===== config.mk =====
export PLATFORM = sky130hd
export DESIGN_NAME = bus_cfg_front
export DESIGN_NICKNAME = d
export VERILOG_FILES = /design/src/rtl/bcfg_pkg.sv /design/src/rtl/bcfg_capture.sv /design/src/rtl/bcfg_decode.sv /design/src/rtl/bus_cfg_front.sv
export SDC_FILE = /design/constraint.sdc
export NUM_CORES = 1
export LEC_CHECK = 0
export ABC_CLOCK_PERIOD_IN_PS = 4560
export BUFFER_PORTS_ARGS = -buffer_cell sky130_fd_sc_hd__clkbuf_2
export CORE_AREA = 2 2 39 41
export CTS_BUF_LIST = sky130_fd_sc_hd__clkbuf_8
export CTS_CLUSTER_SIZE = 14
export DETAILED_ROUTE_END_ITERATION = 12
export DIE_AREA = 0 0 41 43
export PLACE_DENSITY = 0.68
export RECOVER_POWER = 50
export REMOVE_ABC_BUFFERS = 1
export SLEW_MARGIN = 20
export SYNTH_ARGS = -nofsm -noshare
export SYNTH_HDL_FRONTEND = slang
export SYNTH_HIERARCHICAL = 1
export SYNTH_SLANG_ARGS = --single-unit

===== constraint.sdc =====
create_clock -name clk -period 4.56 [get_ports clk]
set_clock_uncertainty 0.05 [all_clocks]
set_input_delay 0.456 -clock clk [delete_from_list [all_inputs] [get_ports clk]]
set_output_delay 0.456 -clock clk [all_outputs]
set_load 0.005 [all_outputs]

===== src/rtl/bcfg_pkg.sv =====
package bcfg_pkg;
  localparam int CFG_W        = 8;
  localparam int BIT_SWAP     = 7;
  localparam int BIT_EVEN_LO  = 6;
  localparam int BIT_ACK_HI   = 2;
  localparam int BIT_ACK_LO   = 1;
  localparam int BIT_NO_SHIFT = 0;

  typedef struct packed {
    logic byte_swap;
    logic even_low;
    logic ack_double;
    logic shift_left;
    logic wait_proto;
  } bus_cfg_t;

  function automatic bus_cfg_t unpack_cfg(input logic [CFG_W-1:0] b, input logic ab);
    bus_cfg_t c;
    c.byte_swap  = b[BIT_SWAP];
    c.even_low   = b[BIT_EVEN_LO];
    c.ack_double = b[BIT_ACK_HI] & b[BIT_ACK_LO];
    c.shift_left = ~b[BIT_NO_SHIFT];
    c.wait_proto = ab;
    return c;
  endfunction
endpackage


===== src/rtl/bcfg_capture.sv =====
module bcfg_capture
  import bcfg_pkg::*;
(
  input  logic             clk,
  input  logic             rst_n,
  input  logic             cap_req,
  input  logic [CFG_W-1:0] cfg_byte,
  input  logic             ab_level,
  output logic             configured,
  output bus_cfg_t         cfg
);
  logic unused_cfg_bits;
  assign unused_cfg_bits = ^cfg_byte[5:3];

  logic cap_fire;
  assign cap_fire = cap_req & ~configured;

  always_ff @(posedge clk or negedge rst_n) begin
    if (!rst_n) begin
      configured <= 1'b0;
      cfg        <= '0;
    end else if (cap_fire) begin
      configured <= 1'b1;
      cfg        <= unpack_cfg(cfg_byte, ab_level);
    end
  end


  cap_sets_cfg_chk: assert property (@(posedge clk) disable iff (!rst_n)
    cap_fire |=> configured);


  cfg_hold_chk: assert property (@(posedge clk) disable iff (!rst_n)
    configured |=> ($stable(cfg) && configured));
endmodule


===== src/rtl/bcfg_decode.sv =====
module bcfg_decode #(
  parameter int ADDR_W   = 7,
  parameter int IDX_W    = 5,
  parameter int SEL_BIT  = 6,
  parameter int CHAN_BIT = 5
)(
  input  logic [ADDR_W-1:0] addr,
  input  logic              wr_en,
  input  logic              configured,
  input  logic              shift_left,
  output logic [IDX_W-1:0]  reg_idx,
  output logic              chan_sel,
  output logic              reg_wr,
  output logic              cap_req
);
  logic             even_ok;
  logic [IDX_W-1:0] idx_raw;

  assign even_ok = ~addr[0];

  for (genvar i = 0; i < IDX_W; i++) begin : g_idx
    assign idx_raw[i] = shift_left ? addr[i+1] : addr[i];
  end

  assign reg_idx  = configured ? idx_raw : '0;
  assign chan_sel = configured & addr[CHAN_BIT];
  assign reg_wr   = wr_en & configured & even_ok;
  assign cap_req  = wr_en & ~configured & even_ok & ~addr[SEL_BIT];
endmodule


===== src/rtl/bus_cfg_front.sv =====
module bus_cfg_front
  import bcfg_pkg::*;
#(
  parameter int ADDR_W   = 7,
  parameter int IDX_W    = 5,
  parameter int SEL_BIT  = 6,
  parameter int CHAN_BIT = 5
)(
  input  logic              clk,
  input  logic              rst_n,
  input  logic [ADDR_W-1:0] addr,
  input  logic [CFG_W-1:0]  wdata,
  input  logic              wr_en,
  input  logic              ab_level,
  output logic [IDX_W-1:0]  reg_idx,
  output logic              chan_sel,
  output logic              reg_wr,
  output logic              configured,
  output logic              byte_swap,
  output logic              even_low_lane,
  output logic              intack_double,
  output logic              shift_left_mode,
  output logic              wait_proto
);
  bus_cfg_t cfg;
  logic     cap_req;

  bcfg_decode #(.ADDR_W(ADDR_W), .IDX_W(IDX_W), .SEL_BIT(SEL_BIT), .CHAN_BIT(CHAN_BIT)) u_dec (
    .addr(addr), .wr_en(wr_en), .configured(configured), .shift_left(cfg.shift_left),
    .reg_idx(reg_idx), .chan_sel(chan_sel), .reg_wr(reg_wr), .cap_req(cap_req)
  );

  bcfg_capture u_cap (
    .clk(clk), .rst_n(rst_n), .cap_req(cap_req), .cfg_byte(wdata),
    .ab_level(ab_level), .configured(configured), .cfg(cfg)
  );

  assign byte_swap       = cfg.byte_swap;
  assign even_low_lane   = cfg.even_low;
  assign intack_double   = cfg.ack_double;
  assign shift_left_mode = cfg.shift_left;
  assign wait_proto      = cfg.wait_proto;


  no_unconf_strobe_chk: assert property (@(posedge clk) disable iff (!rst_n)
    !configured |-> !reg_wr);


  no_odd_strobe_chk: assert property (@(posedge clk) disable iff (!rst_n)
    reg_wr |-> !addr[0]);


  reject_stays_unconf_chk: assert property (@(posedge clk) disable iff (!rst_n)
    (!configured && wr_en && (addr[0] || addr[SEL_BIT])) |=> !configured);
endmodule


Word-level counts from Yosys, hierarchy flattened
Cells that the tools add are included.
Word-level totals
  output and inout bits: 13
  input bits: 19
  bits in registers: 6
  logic and storage cells: 24
Operators by class
  bitwise operators: 12
  multiplexer cells: 6
Operators by type and width (number)
  1-bit bitwise AND: 8
  1-bit 2-to-1 mux: 5
  5-bit 2-to-1 mux: 1
  1-bit NOT: 4

Depth between registers and ports, before layout
  word-level depth: 5
  mapped depth: 4
  depth with buffers taken out: 3

By module
Netlist, hierarchy kept.
By module, submodules not included
  bcfg_capture: area an instance 257.7 um^2, seq. area each 150.1 um^2, cells an instance 17, instances 1
  bcfg_decode: area an instance 122.6 um^2, seq. area each 0.0 um^2, cells an instance 14, instances 1

Worst setup path before layout
OpenSTA, ideal clock, no wires.
  path kind: register to register
  start point: register u_cap.configured
  end point: register u_cap/cfg[0] (netlist name)
  stages on the path, launching flop included: 5
  required time: 4.385 ns
  clock period less this slack: 1.525 ns
  arrival time: 1.350 ns
  path slack: 3.035 ns
  path buffers: 1
  setup time: 0.125 ns
  cell sequence: dfrtp_1 nor4b_2 nor2b_4 buf_6 mux2_4
Between the ends
  cells in the longest elaborated chain, start to end: 5
Ends and longest elaborated chain
  start, declared: line bcfg_capture.sv:9  | output logic configured,
  start signal, assigned: line bcfg_capture.sv:20  | configured <= 1'b0;
  start signal, assigned: line bcfg_capture.sv:23  | configured <= 1'b1;
  1-bit NOT: line bcfg_decode.sv:28  | assign cap_req = wr_en & ~configured & even_ok & ~addr[SEL_BIT];
  1-bit bitwise AND (3 in a row): line bcfg_decode.sv:28
  net cap_req: line bus_cfg_front.sv:26  | logic cap_req;
  1-bit bitwise AND: line bcfg_capture.sv:16  | assign cap_fire = cap_req & ~configured;
The timed path passes the listed nets, and every way through them passes these cells.
A chain may end at the register's enable or synchronous reset.

Worst setup path after layout
  start point: register u_cap.configured
  end point: register u_cap/cfg[3] (netlist name)
Between the ends
  cells in the longest elaborated chain, start to end: 5
Ends and longest elaborated chain (line)
  1-bit NOT: bcfg_decode.sv:28
  1-bit bitwise AND (3 in a row): bcfg_decode.sv:28
  net cap_req: bus_cfg_front.sv:26
  1-bit bitwise AND: bcfg_capture.sv:16
The timed path passes the listed nets, and every way through them passes these cells.

==> flow_summary.yaml <==
cts:
  cts.clk_slew.worst_paths_ns: 0.04
  clockRootBuffer: "clkbuf_8"
  cts_buffer_depth: 2
  tritoncts: "done"
  worstSkewPairLatency_ns: 0.22
  cts_buffers: 3
  post-cts-setup-buffers: 0
  cts_max_level: 1
  cts.sink_count: 6
  ctsResizeCount: 0
setup_path:
  endpoint_kind: "flop"
  required_ns: 4.62
  crit_type: "flop to flop"
  cp.arrival_ns: 1.81
  critPathMaxFanout: 11
  reg2regPathDepth: 3
  startpoint_type: "flop"
die:
  coreArea_mm2: 0.00138
  io_pins: 32
  die_area_mm2: 0.00176
  start_util_pct: 27.5
  chipWidth_um: 41
  die_h_um: 43
  num_rows: 14
synthesis:
  muxShareOfSynthArea_pct: 30.3
  synth_fa_ha_area_share_pct: 0
  synth-simple-area-share_pct: 22.4
  yosys_warnings: 6
  synth-seq-area-share_pct: 39.5
  synth_top_family_by_area: "multiplexers"
  synth_compound_area_share_pct: 0
  synth-seq-cells: 6
  yosys-top-cells-area: "dfrtp_1, mux2i_1, mux2_4, nor2b_1, buf_6"
  syn_area_um2: 380
  syn_area_per_cell_um2: 12.3
  synth_top_cell_area_share_pct: 39.5
  synth_top_cell_by_area: "dfrtp_1"
  synth_xor_area_share_pct: 0
  syn_inst: 31
  yosys.cell_types.count: 12
detailed_routing:
  vias_per_cell: 4.29
  wl_per_cell_um: 10.4
  drtIter0Drc: 0
  firstDrtPassIters: 1
  wl_um: 799
  ant_nets: 0
  dr_total_vias: 330
  drcViolationCount: 0
power_and_ir_drop:
  ir_worst_vdd_mv: 0.212
  power_leakage_nw: 0.302
  power_density_mw_per_mm2: 496
  power_mw: 0.277
place:
  gp_congestion: 0.610
  portBuffers: 28
final_layout:
  drive_above_1_share_pct: 52.5
  insertedDiodeCount: 0
  area_growth_pct: 46.7
  nets: 82
global_routing:
  grt_pass1_wl_um: 1190
  overflow: 0
  grt_pass1_vias: 290
  track_usage_pct: 11.0
  grt_max_degree: 12
  antenna_found_initial: 0
timing:
  finalHoldViolCount: 0
  hold_ws_ns: 0.359
  maxSlewViolCount: 0
  setup-tns-final_ns: 0
  worstMarginPinSlew_ns: 0.386
  period_share_pct: 38.4
  setup_violations: 0
  period_needed_ns: 1.75
  grt_setup_unrepaired: "false"
  slew_headroom_pct: 73.9
  timing.fmax_ghz: 0.571
job:
  drv_cap: 0
worst_hold_path:
  worst_hold_path_type: "primary input to flop"
  whs_path_depth: 2
outcome:
  status: "complete, no violations"
==> cell families after synthesis <==
group	count (synthesis)
flip-flops	6
multiplexers	10
AND/OR/NAND/NOR	11
buffers and inverters	4
==> area by class of cell <==
cell class,instances,area (µm²)
clock buffer,3,41.3
fill,146,826
inverter,2,7.51
multi-input combinational,21,194
sequential,6,150
tap,16,20.0
timing repair buffer,29,145
==> Yosys cell counts <==
cell	number
nor4b_2	1
nand2_1	1
and3b_1	1
mux2i_1	7
nor2b_4	1
mux2_4	3
buf_6	2
and2_1	1
inv_1	2
or2_2	1
nor2b_1	5
dfrtp_1	6
==> layer usage <==
| metal | vias to the layer above | track usage (%) | share of wire [%] |
|---|---|---|---|
| met1 | 145 | 11.9 | 39 |
| met3 | 4 | 6.28 | 12 |
| met4 | 0 | 10.0 | 3.6 |
| met5 | - | 0 | 0 |
| met2 | 19 | 14.4 | 45 |
| li1 | 162 | - | - |
==> placed cells by master, fill, tap and decap left out <==
cell,n
clkbuf_2,24
mux2i_1,7
dfrtp_1,6
nor2b_1,5
clkbuf_1,4
clkbuf_8,3
mux2_4,3
inv_1,2
dlygate4sd3_1,1
nand2_1,1
nor2b_4,1
or2_2,1
nor4b_1,1
and2_1,1
and3b_1,1
==> worst max-delay path, stage by stage, from the launching register on <==
cell and delay, ns:
dfrtp_1 0.48, nor4b_1 0.45, nor2b_4 0.33, mux2_4 0.32
==> power by group <==
part / leakage, nW / switching (mW) / internal, mW
combinational: 0.210 / 0.0341 / 0.0623
sequential: 0.0701 / 0.0243 / 0.0750
clock: 0.0216 / 0.0244 / 0.0568
total: 0.302 / 0.0828 / 0.194
==> final timing paths <==
| kind | end | from | slack (ns) |
|---|---|---|---|
| setup / recovery | u_cap/cfg[3] | u_cap/configured | 2.81 |
| hold / removal | u_cap/cfg[1] | wdata[0] | 0.36 |
| setup reg to reg | u_cap/cfg[3] | u_cap/configured | 2.81 |
| hold reg to reg | u_cap/cfg[3] | u_cap/cfg[3] | 0.46 |
| max in group asynchronous | u_cap/configured | rst_n | 3.64 |
| min in group asynchronous | u_cap/cfg[4] | rst_n | 0.58 |
==> flip-flops by register name (all words and copies together), names as in the netlist <==
register and cells:
u_cap/configured 1, u_cap/cfg 5
==> stage by stage <==
stage | utilization, % | cell area [µm²] | setup slack (ns) | cells
CTS | 41.1 | 569 | 2.88 | 77
floorplan | - | 358 | 3.04 | 29
global placement | 37.4 | 518 | 2.89 | 73
finish | 40.3 | 558 | 2.81 | 77
global route | 40.3 | 558 | 2.68 | 77
detailed placement | 37.4 | 518 | 2.88 | 73
==> what timing repair did <==
item / in CTS / in global routing
hold endpoints to repair: 6 / 0
hold buffers: 1 / 0
setup endpoints to repair: 0 / 0
(Power assumes the default switching activity.)
